### config.mk
export PLATFORM = sky130hd
export DESIGN_NAME = cache_way_sizer
export DESIGN_NICKNAME = d
export VERILOG_FILES = /design/src/rtl/cws_pkg.sv /design/src/rtl/cws_c0_timer.sv /design/src/rtl/cws_policy.sv /design/src/rtl/cws_way_fsm.sv /design/src/rtl/cache_way_sizer.sv
export SDC_FILE = /design/constraint.sdc
export NUM_CORES = 1
export LEC_CHECK = 0
export CORE_MARGIN = 4
export CORE_UTILIZATION = 35
export CTS_BUF_LIST = sky130_fd_sc_hd__clkbuf_2 sky130_fd_sc_hd__clkbuf_4 sky130_fd_sc_hd__clkbuf_8
export DETAILED_ROUTE_END_ITERATION = 10
export GPL_ROUTABILITY_DRIVEN = 1
export SYNTH_ARGS = -nofsm -noshare
export SYNTH_HDL_FRONTEND = slang
export SYNTH_SLANG_ARGS = --single-unit
### constraint.sdc
create_clock -name clk -period 4.8 [get_ports clk]
set_input_delay 0.72 -clock clk [delete_from_list [all_inputs] [get_ports clk]]
set_output_delay 0.72 -clock clk [all_outputs]
set_load 0.1 [all_outputs]
### src/rtl/cws_pkg.sv
package cws_pkg;

    typedef enum logic [1:0] {
        ST_IDLE  = 2'd0,
        ST_FLUSH = 2'd1,
        ST_INVAL = 2'd2
    } cws_state_e;

    localparam logic [2:0] CST_C1 = 3'd1;
    localparam logic [2:0] CST_C3 = 3'd3;
    localparam logic [2:0] CST_C4 = 3'd4;

endpackage

### src/rtl/cws_c0_timer.sv
module cws_c0_timer #(
    parameter int C0_LIMIT = 1000,
    localparam int TW = $clog2(C0_LIMIT + 1)
) (
    input  logic clk,
    input  logic rst_n,
    input  logic normal,
    input  logic clear,
    output logic expired
);

    logic [TW-1:0] count_q;

    assign expired = (count_q == TW'(C0_LIMIT));

    always_ff @(posedge clk or negedge rst_n) begin
        if (!rst_n) begin
            count_q <= '0;
        end else if (clear) begin
            count_q <= '0;
        end else if (normal && !expired) begin
            count_q <= count_q + 1'b1;
        end
    end

    assert_timer_sat_R5: assert property (@(posedge clk) disable iff (!rst_n)
        count_q <= TW'(C0_LIMIT));

    assert_timer_clear_R5: assert property (@(posedge clk) disable iff (!rst_n)
        clear |=> !expired);

endmodule

### src/rtl/cws_policy.sv
module cws_policy
    import cws_pkg::*;
#(
    parameter int RATIO_W = 6
) (
    input  logic               enh_en,
    input  logic [2:0]         other_cstate,
    input  logic               shrink_block,
    input  logic [RATIO_W-1:0] ratio,
    input  logic [RATIO_W-1:0] shrink_thr,
    input  logic               expired,
    output logic               shrink_ok,
    output logic               grow_demand
);

    logic ratio_on;
    logic ratio_low;
    logic ratio_high;
    logic other_deep;
    logic other_shallow;

    always_comb begin
        ratio_on      = (ratio != '0);
        ratio_low     = !ratio_on || (ratio < shrink_thr);
        ratio_high    = ratio_on && (ratio > shrink_thr);
        other_deep    = (other_cstate == CST_C4);
        other_shallow = (other_cstate >= CST_C1) && (other_cstate <= CST_C3);
        shrink_ok     = enh_en && !shrink_block && other_deep && !expired && ratio_low;
        grow_demand   = ratio_high || expired || other_shallow;
    end

endmodule

### src/rtl/cws_way_fsm.sv
module cws_way_fsm
    import cws_pkg::*;
#(
    parameter int NUM_WAYS = 8,
    localparam int WAY_W = $clog2(NUM_WAYS + 1)
) (
    input  logic             clk,
    input  logic             rst_n,
    input  logic             sleep_entry,
    input  logic             wake,
    input  logic             intr,
    input  logic             shrink_ok,
    input  logic             grow_demand,
    input  logic [WAY_W-1:0] shrink_step,
    input  logic             flush_done,
    input  logic             inval_done,
    output logic             timer_clear,
    output logic [WAY_W-1:0] ways_en,
    output logic             flush_req,
    output logic [WAY_W-1:0] flush_first,
    output logic [WAY_W-1:0] flush_count,
    output logic             inval_req,
    output logic [WAY_W-1:0] inval_first,
    output logic [WAY_W-1:0] inval_count
);

    localparam logic [WAY_W-1:0] FULL = WAY_W'(NUM_WAYS);
    localparam logic [WAY_W-1:0] WAKE_WAYS = WAY_W'(2);

    cws_state_e       state_q, state_d;
    logic [WAY_W-1:0] ways_q, ways_d;
    logic [WAY_W-1:0] lo_q, lo_d;
    logic [WAY_W-1:0] cnt_q, cnt_d;
    logic             pend_q, pend_d;
    logic [WAY_W-1:0] shrunk;

    // Next-state and datapath decisions
    always_comb begin
        state_d     = state_q;
        ways_d      = ways_q;
        lo_d        = lo_q;
        cnt_d       = cnt_q;
        pend_d      = pend_q | grow_demand;
        timer_clear = 1'b0;
        shrunk      = (ways_q > shrink_step) ? (ways_q - shrink_step) : '0;
        unique case (state_q)
            ST_IDLE: begin
                timer_clear = sleep_entry;
                if (wake && (ways_q < WAKE_WAYS)) begin
                    state_d = ST_INVAL;
                    lo_d    = ways_q;
                    cnt_d   = WAKE_WAYS - ways_q;
                end else if (intr && (pend_q || grow_demand)) begin
                    pend_d = 1'b0;
                    if (ways_q < FULL) begin
                        state_d = ST_INVAL;
                        lo_d    = ways_q;
                        cnt_d   = FULL - ways_q;
                    end
                end else if (sleep_entry && shrink_ok && (shrunk != ways_q)) begin
                    state_d = ST_FLUSH;
                    lo_d    = shrunk;
                    cnt_d   = ways_q - shrunk;
                end
            end
            ST_FLUSH: begin
                if (flush_done) begin
                    state_d = ST_IDLE;
                    ways_d  = lo_q;
                end
            end
            ST_INVAL: begin
                if (inval_done) begin
                    state_d = ST_IDLE;
                    ways_d  = lo_q + cnt_q;
                end
            end
            default: state_d = ST_IDLE;
        endcase
    end

    // State register
    always_ff @(posedge clk or negedge rst_n) begin
        if (!rst_n) begin
            state_q <= ST_IDLE;
            ways_q  <= FULL;
            lo_q    <= '0;
            cnt_q   <= '0;
            pend_q  <= 1'b0;
        end else begin
            state_q <= state_d;
            ways_q  <= ways_d;
            lo_q    <= lo_d;
            cnt_q   <= cnt_d;
            pend_q  <= pend_d;
        end
    end

    // Outputs
    always_comb begin
        ways_en     = ways_q;
        flush_req   = 1'b0;
        flush_first = '0;
        flush_count = '0;
        inval_req   = 1'b0;
        inval_first = '0;
        inval_count = '0;
        unique case (state_q)
            ST_IDLE: ;
            ST_FLUSH: begin
                flush_req   = 1'b1;
                flush_first = lo_q;
                flush_count = cnt_q;
            end
            ST_INVAL: begin
                inval_req   = 1'b1;
                inval_first = lo_q;
                inval_count = cnt_q;
            end
            default: ;
        endcase
    end

    assert_ways_bound_R2: assert property (@(posedge clk) disable iff (!rst_n)
        ways_en <= FULL);

    assert_no_conflict_R4: assert property (@(posedge clk) disable iff (!rst_n)
        !(shrink_ok && grow_demand));

    assert_hold_busy_R9: assert property (@(posedge clk) disable iff (!rst_n)
        (flush_req && !flush_done) |=> (flush_req && $stable(ways_en)));

    assert_flush_lands_R2: assert property (@(posedge clk) disable iff (!rst_n)
        (flush_req && flush_done) |=> (ways_en == $past(flush_first) && !flush_req));

    assert_wake_two_R6: assert property (@(posedge clk) disable iff (!rst_n)
        (!flush_req && !inval_req && wake && (ways_en < WAKE_WAYS))
        |=> (inval_req && (inval_first + inval_count == WAKE_WAYS)));

    assert_inval_lands_R7: assert property (@(posedge clk) disable iff (!rst_n)
        (inval_req && inval_done)
        |=> (ways_en == $past(inval_first) + $past(inval_count)));

endmodule

### src/rtl/cache_way_sizer.sv
module cache_way_sizer
    import cws_pkg::*;
#(
    parameter int NUM_WAYS = 8,
    parameter int RATIO_W  = 6,
    parameter int C0_LIMIT = 1000,
    localparam int WAY_W   = $clog2(NUM_WAYS + 1)
) (
    input  logic               clk,
    input  logic               rst_n,
    input  logic               sleep_entry,
    input  logic               wake,
    input  logic               intr,
    input  logic               pkg_normal,
    input  logic [2:0]         other_cstate,
    input  logic               enh_en,
    input  logic               shrink_block,
    input  logic [RATIO_W-1:0] ratio,
    input  logic [RATIO_W-1:0] shrink_thr,
    input  logic [WAY_W-1:0]   shrink_step,
    input  logic               flush_done,
    input  logic               inval_done,
    output logic [WAY_W-1:0]   ways_en,
    output logic               flush_req,
    output logic [WAY_W-1:0]   flush_first,
    output logic [WAY_W-1:0]   flush_count,
    output logic               inval_req,
    output logic [WAY_W-1:0]   inval_first,
    output logic [WAY_W-1:0]   inval_count
);

    logic expired;
    logic timer_clear;
    logic shrink_ok;
    logic grow_demand;

    cws_c0_timer #(.C0_LIMIT(C0_LIMIT)) u_timer (
        .clk     (clk),
        .rst_n   (rst_n),
        .normal  (pkg_normal),
        .clear   (timer_clear),
        .expired (expired)
    );

    cws_policy #(.RATIO_W(RATIO_W)) u_policy (
        .enh_en       (enh_en),
        .other_cstate (other_cstate),
        .shrink_block (shrink_block),
        .ratio        (ratio),
        .shrink_thr   (shrink_thr),
        .expired      (expired),
        .shrink_ok    (shrink_ok),
        .grow_demand  (grow_demand)
    );

    cws_way_fsm #(.NUM_WAYS(NUM_WAYS)) u_fsm (
        .clk         (clk),
        .rst_n       (rst_n),
        .sleep_entry (sleep_entry),
        .wake        (wake),
        .intr        (intr),
        .shrink_ok   (shrink_ok),
        .grow_demand (grow_demand),
        .shrink_step (shrink_step),
        .flush_done  (flush_done),
        .inval_done  (inval_done),
        .timer_clear (timer_clear),
        .ways_en     (ways_en),
        .flush_req   (flush_req),
        .flush_first (flush_first),
        .flush_count (flush_count),
        .inval_req   (inval_req),
        .inval_first (inval_first),
        .inval_count (inval_count)
    );

    assert_block_no_shrink_R3: assert property (@(posedge clk) disable iff (!rst_n)
        (shrink_block && !flush_req) |=> !flush_req);

    assert_one_request_R9: assert property (@(posedge clk) disable iff (!rst_n)
        !(flush_req && inval_req));

endmodule

==> results_tabular.tex <==
\begin{tabular}{lr}
\hline
Metric & Value \\
\hline
\multicolumn{2}{l}{\textbf{Outcome}} \\
\quad Outcome & complete, no violations \\
\multicolumn{2}{l}{\textbf{Hold path}} \\
\quad Tightest Hold Check Type & reg2reg \\
\multicolumn{2}{l}{\textbf{Final layout}} \\
\quad Diode count & 0 \\
\quad Most frequent cells in the layout & clkdlybuf4s50\_1, inv\_1, dfrtp\_1 \\
\quad Number of nets at the end of the flow & 347 \\
\quad Share of cells above drive strength 1 & roughly 7.5\% \\
\quad Non-filler cells, final & approximately 370 \\
\quad Area grow syn2layout & 28.9\% \\
\quad Leading cell type in the layout, fill and taps excluded & clkdlybuf4s50\_1 \\
\multicolumn{2}{l}{\textbf{Power and ir drop}} \\
\quad Total power after layout & 1790 uW \\
\quad Power density over the cells & 647 nW/um\^{}2 \\
\quad Portion of total power attributed to combinational logic & between 70\% and 80\% \\
\quad Max rail drop VDD & 0.446 mV \\
\quad Cell internal pwr & 798 uW \\
\quad Clock network fraction of total power & approximately 7.1\% \\
\quad Leak & between 0.001 and 0.0015 uW \\
\quad Net Sw Power & $\sim$990 uW \\
\quad Relative contribution of sequential cells to total power & a little over a fifth \\
\quad Switching part of the total power & approximately 55\% \\
\multicolumn{2}{l}{\textbf{Synthesis}} \\
\quad Primary flip-flop cell chosen by synthesis mapping & dfrtp\_1 \\
\quad Cell area after synthesis & between 2000 and 2500 sq um \\
\quad Synth cell types & between 50 and 60 \\
\quad Number of warnings issued by yosys & 0 \\
\quad Number of enable-type register cells in the synthesized netlist & 0 \\
\quad Seq/Total Area, Yosys & 29.2\% \\
\quad Proportion of register bits with asynchronous set or reset after synthesis & 100\% \\
\quad Synthesized netlist net count & 296 \\
\quad Mean Syn Cell Area & 8.80 sq um \\
\quad Post-Synthesis Cells & around 240 \\
\quad Register bit total from synthesis & 25 \\
\multicolumn{2}{l}{\textbf{Drt}} \\
\quad Average wire length per cell after detail routing & 14.1 microns \\
\quad DRC violations left & 0 \\
\quad 1st-pass router iterations & 4 \\
\quad Average vias per placed instance & between 4 and 5 \\
\quad Total Routed Length & between 5 and 6 mm \\
\quad Detailed Route Iter0 Violations & 73 \\
\quad Post-DRT Antenna Nets & 0 \\
\quad Detailed-route via count & $\sim$1800 \\
\multicolumn{2}{l}{\textbf{Worst setup path}} \\
\quad Cells along the critical path & clkdlybuf4s50\_1, ha\_1, fa\_1, nand2b\_1, o2bb2ai\_2, a21oi\_1, nor2b\_1, inv\_1, ha\_1, and2\_2, a311o\_2, a21oi\_4, mux2\_4 \\
\quad Setup Crit Path Kind & in2reg \\
\quad Number of buffers and inverters on the critical path & 2 \\
\quad Data arrival at the endpoint of the critical path & between 4 and 5 ns \\
\quad Total number of cells along the worst setup path & 13 \\
\quad Endpoint kind of the worst setup timing path & flip-flop \\
\quad Critical register-to-register path endpoint & u\_fsm.cnt\_q[2]\$\_DFFE\_PN0P\_ \\
\quad CP max stage delay & 0.46 ns \\
\quad Startpoint of the worst-slack reg-to-reg timing path & u\_fsm.ways\_en[0]\$\_DFFE\_PN0P\_ \\
\quad Max stage delay cell, worst path & clkdlybuf4s50\_1 \\
\quad Capture point of the critical path & u\_fsm.cnt\_q[2]\$\_DFFE\_PN0P\_ \\
\quad Most Frequent Cell on Critical Path & ha\_1 \\
\quad Critical path data required time & approximately 5.0 ns \\
\quad FF-to-FF setup slack & slightly above 0.9 ns \\
\quad Gate family responsible for the most delay along the worst path & compound AO/OA/AOI/OAI gates \\
\quad Length in cells of the worst reg-to-reg path & 13 \\
\quad Launch point of the critical path & shrink\_step[0] \\
\quad Maximum fanout count along the critical path & 8 \\
\quad Startpoint types & input pin \\
\multicolumn{2}{l}{\textbf{Clock network}} \\
\quad TritonCTS Buffers & 3 \\
\quad CTS Sinks & 25 \\
\quad Quantity of gates resized following cts & 0 \\
\quad Post-CTS clock slew at the launch and capture registers of the worst setup and hold paths & 0.09 ns \\
\quad Worst-Skew Late Latency & 0.27 ns \\
\quad Setup Buffers After CTS & 0 \\
\quad Max Buffers Root-to-Sink & 2 \\
\quad Count of hold buffers inserted by post-cts repair & 0 \\
\quad CTS H-tree depth & 1 \\
\quad Clock tree from TritonCTS & done \\
\quad Clock Root Buffer & clkbuf\_8 \\
\multicolumn{2}{l}{\textbf{GRT}} \\
\quad Global router's overall resource usage & roughly 15\% \\
\quad GRT Max-Usage Layer & met2 \\
\quad First-pass GRT wire length & roughly 8.7 mm \\
\quad Maximum number of pins on one net before global-route repair & 26 \\
\quad Initial antenna violation count & 0 \\
\quad Overflow left after global routing & 0 \\
\quad Fraction of met3 tracks used by global routing & 3.61\% \\
\quad Via count of the first global-routing pass & about 1900 \\
\quad Fraction of met2 tracks used by global routing & between 20\% and 30\% \\
\quad Global routing usage on met1 & between 10\% and 20\% \\
\multicolumn{2}{l}{\textbf{STA}} \\
\quad Total count of max-transition violations in the final report & 0 \\
\quad Setup violations, final & 0 \\
\quad Slew headroom & 34.5\% \\
\quad Setup TNS after final layout & 0 ns \\
\quad Clock period minus final worst setup slack & about 4.1 ns \\
\quad Highest Clock Rate & around 250 MHz \\
\quad Final Hold Viols & 0 \\
\quad Setup repair after global routing missed its margin & false \\
\quad Worst Slack Setup Final & approximately 0.73 ns \\
\quad Fraction of the cycle the final worst path needs & a little over four fifths \\
\quad Worst Skew & 0.00361 ns \\
\quad Slew at the pin closest to its max-slew limit & $\sim$0.98 ns \\
\multicolumn{2}{l}{\textbf{Placement}} \\
\quad Pre-CTS setup slack & about 0.44 ns \\
\quad Dpl cells & approximately 370 \\
\quad Half-perimeter wire length after detailed placement & roughly 4.1 mm \\
\quad Number of input and output port buffers inserted & 50 \\
\quad GP Congestion & between 0.8 and 0.9 \\
\multicolumn{2}{l}{\textbf{Floorplanning}} \\
\quad Initial core utilization & 36.1\% \\
\quad Cell row count & 28 \\
\quad Boundary pin count & between 50 and 60 \\
\quad Die Wd & around 86 microns \\
\quad Overall die area & approximately 7500 sq um \\
\quad Core area & between 5000 and 6000 sq um \\
\quad Die outline height & approximately 86 microns \\
\multicolumn{2}{l}{\textbf{Run}} \\
\quad Count of max-cap constraint violations & 0 \\
\hline
\end{tabular}
## flip-flops by register name, summed over array words and instances (netlist names)
signal / cells
u_fsm.pend_q: 1
u_timer.count_q: 10
u_fsm.state_q: 2
u_fsm.lo_q: 4
u_fsm.ways_en: 4
u_fsm.cnt_q: 4
## how the worst min path moves through the flow
stage                                                end  slack, ns                      startpoint  cells past startpoint
after floorplan               u_fsm.cnt_q[0]$_DFFE_PN0P_       0.42                           rst_n                      0
after global placement    u_timer.count_q[8]$_DFFE_PN0P_       0.53  u_timer.count_q[8]$_DFFE_PN0P_                      2
after detailed placement    u_fsm.state_q[1]$_DFFE_PN0P_       0.53    u_fsm.state_q[0]$_DFFE_PN0P_                      1
after CTS                   u_fsm.state_q[1]$_DFFE_PN0P_       0.55    u_fsm.state_q[0]$_DFFE_PN0P_                      1
after global routing      u_timer.count_q[8]$_DFFE_PN0P_       0.58  u_timer.count_q[8]$_DFFE_PN0P_                      2
final                       u_fsm.state_q[1]$_DFFE_PN0P_       0.55    u_fsm.state_q[0]$_DFFE_PN0P_                      1
## per-stage QoR
stage / cell area [sq um] / util [%] / hold slack (ns)
2_1_floorplan: 2150 / - / 0.424
3_3_place_gp: 2720 / 45.7 / 0.532
3_5_place_dp: 2720 / 45.7 / 0.526
4_1_cts: 2770 / 46.5 / 0.550
5_1_grt: 2770 / 46.5 / 0.581
6_report: 2770 / 46.5 / 0.550
## power groups by stage
stage | Sequential, uW | Combinational [uW] | Clock, uW
floorplan | 479 | 895 | 0
global placement | 400 | 1260 | 0
detailed placement | 398 | 1270 | 0
CTS | 395 | 1280 | 132
global route | 409 | 1390 | 141
finish | 392 | 1270 | 127
## area by class of cell
cell class,instances,area [sq um]
flip-flops and latches,25,627
clock inverters,1,5.00
well taps,75,93.8
clock buffers,3,41.3
repair buffers,52,515
inverters,24,90.1
fillers,603,3190
multi-input cells,189,1400
## worst register-to-register path, cell delays in order, from the launching register on
cell	delay, ns
dfrtp_1	0.53
inv_1	0.18
ha_1	0.24
fa_1	0.38
nand2b_1	0.19
o2bb2ai_2	0.15
a21oi_1	0.16
nor2b_1	0.29
inv_1	0.08
ha_1	0.29
and2_2	0.19
a311o_2	0.40
a21oi_4	0.35
mux2_4	0.34
## cells in the mapped netlist, drive strengths merged, types with 2 or more instances
cell type / count / share of area [%]
dfrtp: 24 / 28
inv: 24 / 4.2
nor2: 24 / 5.0
ha: 20 / 12
nand2: 19 / 3.6
a21oi: 16 / 4.3
and2: 16 / 4.7
o21ai: 9 / 2.6
xnor2: 8 / 3.3
xor2: 7 / 2.9
mux2i: 6 / 2.8
nand3: 6 / 1.4
a31oi: 5 / 1.5
nor2b: 4 / 1.2
nor3: 4 / 0.93
and3: 3 / 0.87
buf: 3 / 1.1
clkbuf: 3 / 0.52
fa: 3 / 2.8
mux2: 3 / 2.1
nand2b: 3 / 0.87
nand4: 3 / 0.87
nor4: 3 / 0.87
or4: 3 / 1.1
a211oi: 2 / 0.70
a22oi: 2 / 0.70
and4b: 2 / 0.93
o21ba: 2 / 0.93
## per-layer routing
metal	vias up	routed length (microns)
met5	-	0
met4	0	14
met3	2	235
met2	35	2460
met1	856	2490
li1	942	-
## logic make-up after synthesis
family | after synthesis | synth area share [%]
AOI/OAI and AO/OA | 48 | 15.7
xor gates and xnor gates | 15 | 6.12
adders and majority gates | 23 | 14.4
buffers and inverters | 30 | 5.82
DFF | 25 | 29.2
muxes | 9 | 4.89
and+or+nand+nor | 94 | 23.9
(Power assumes the default switching activity.)
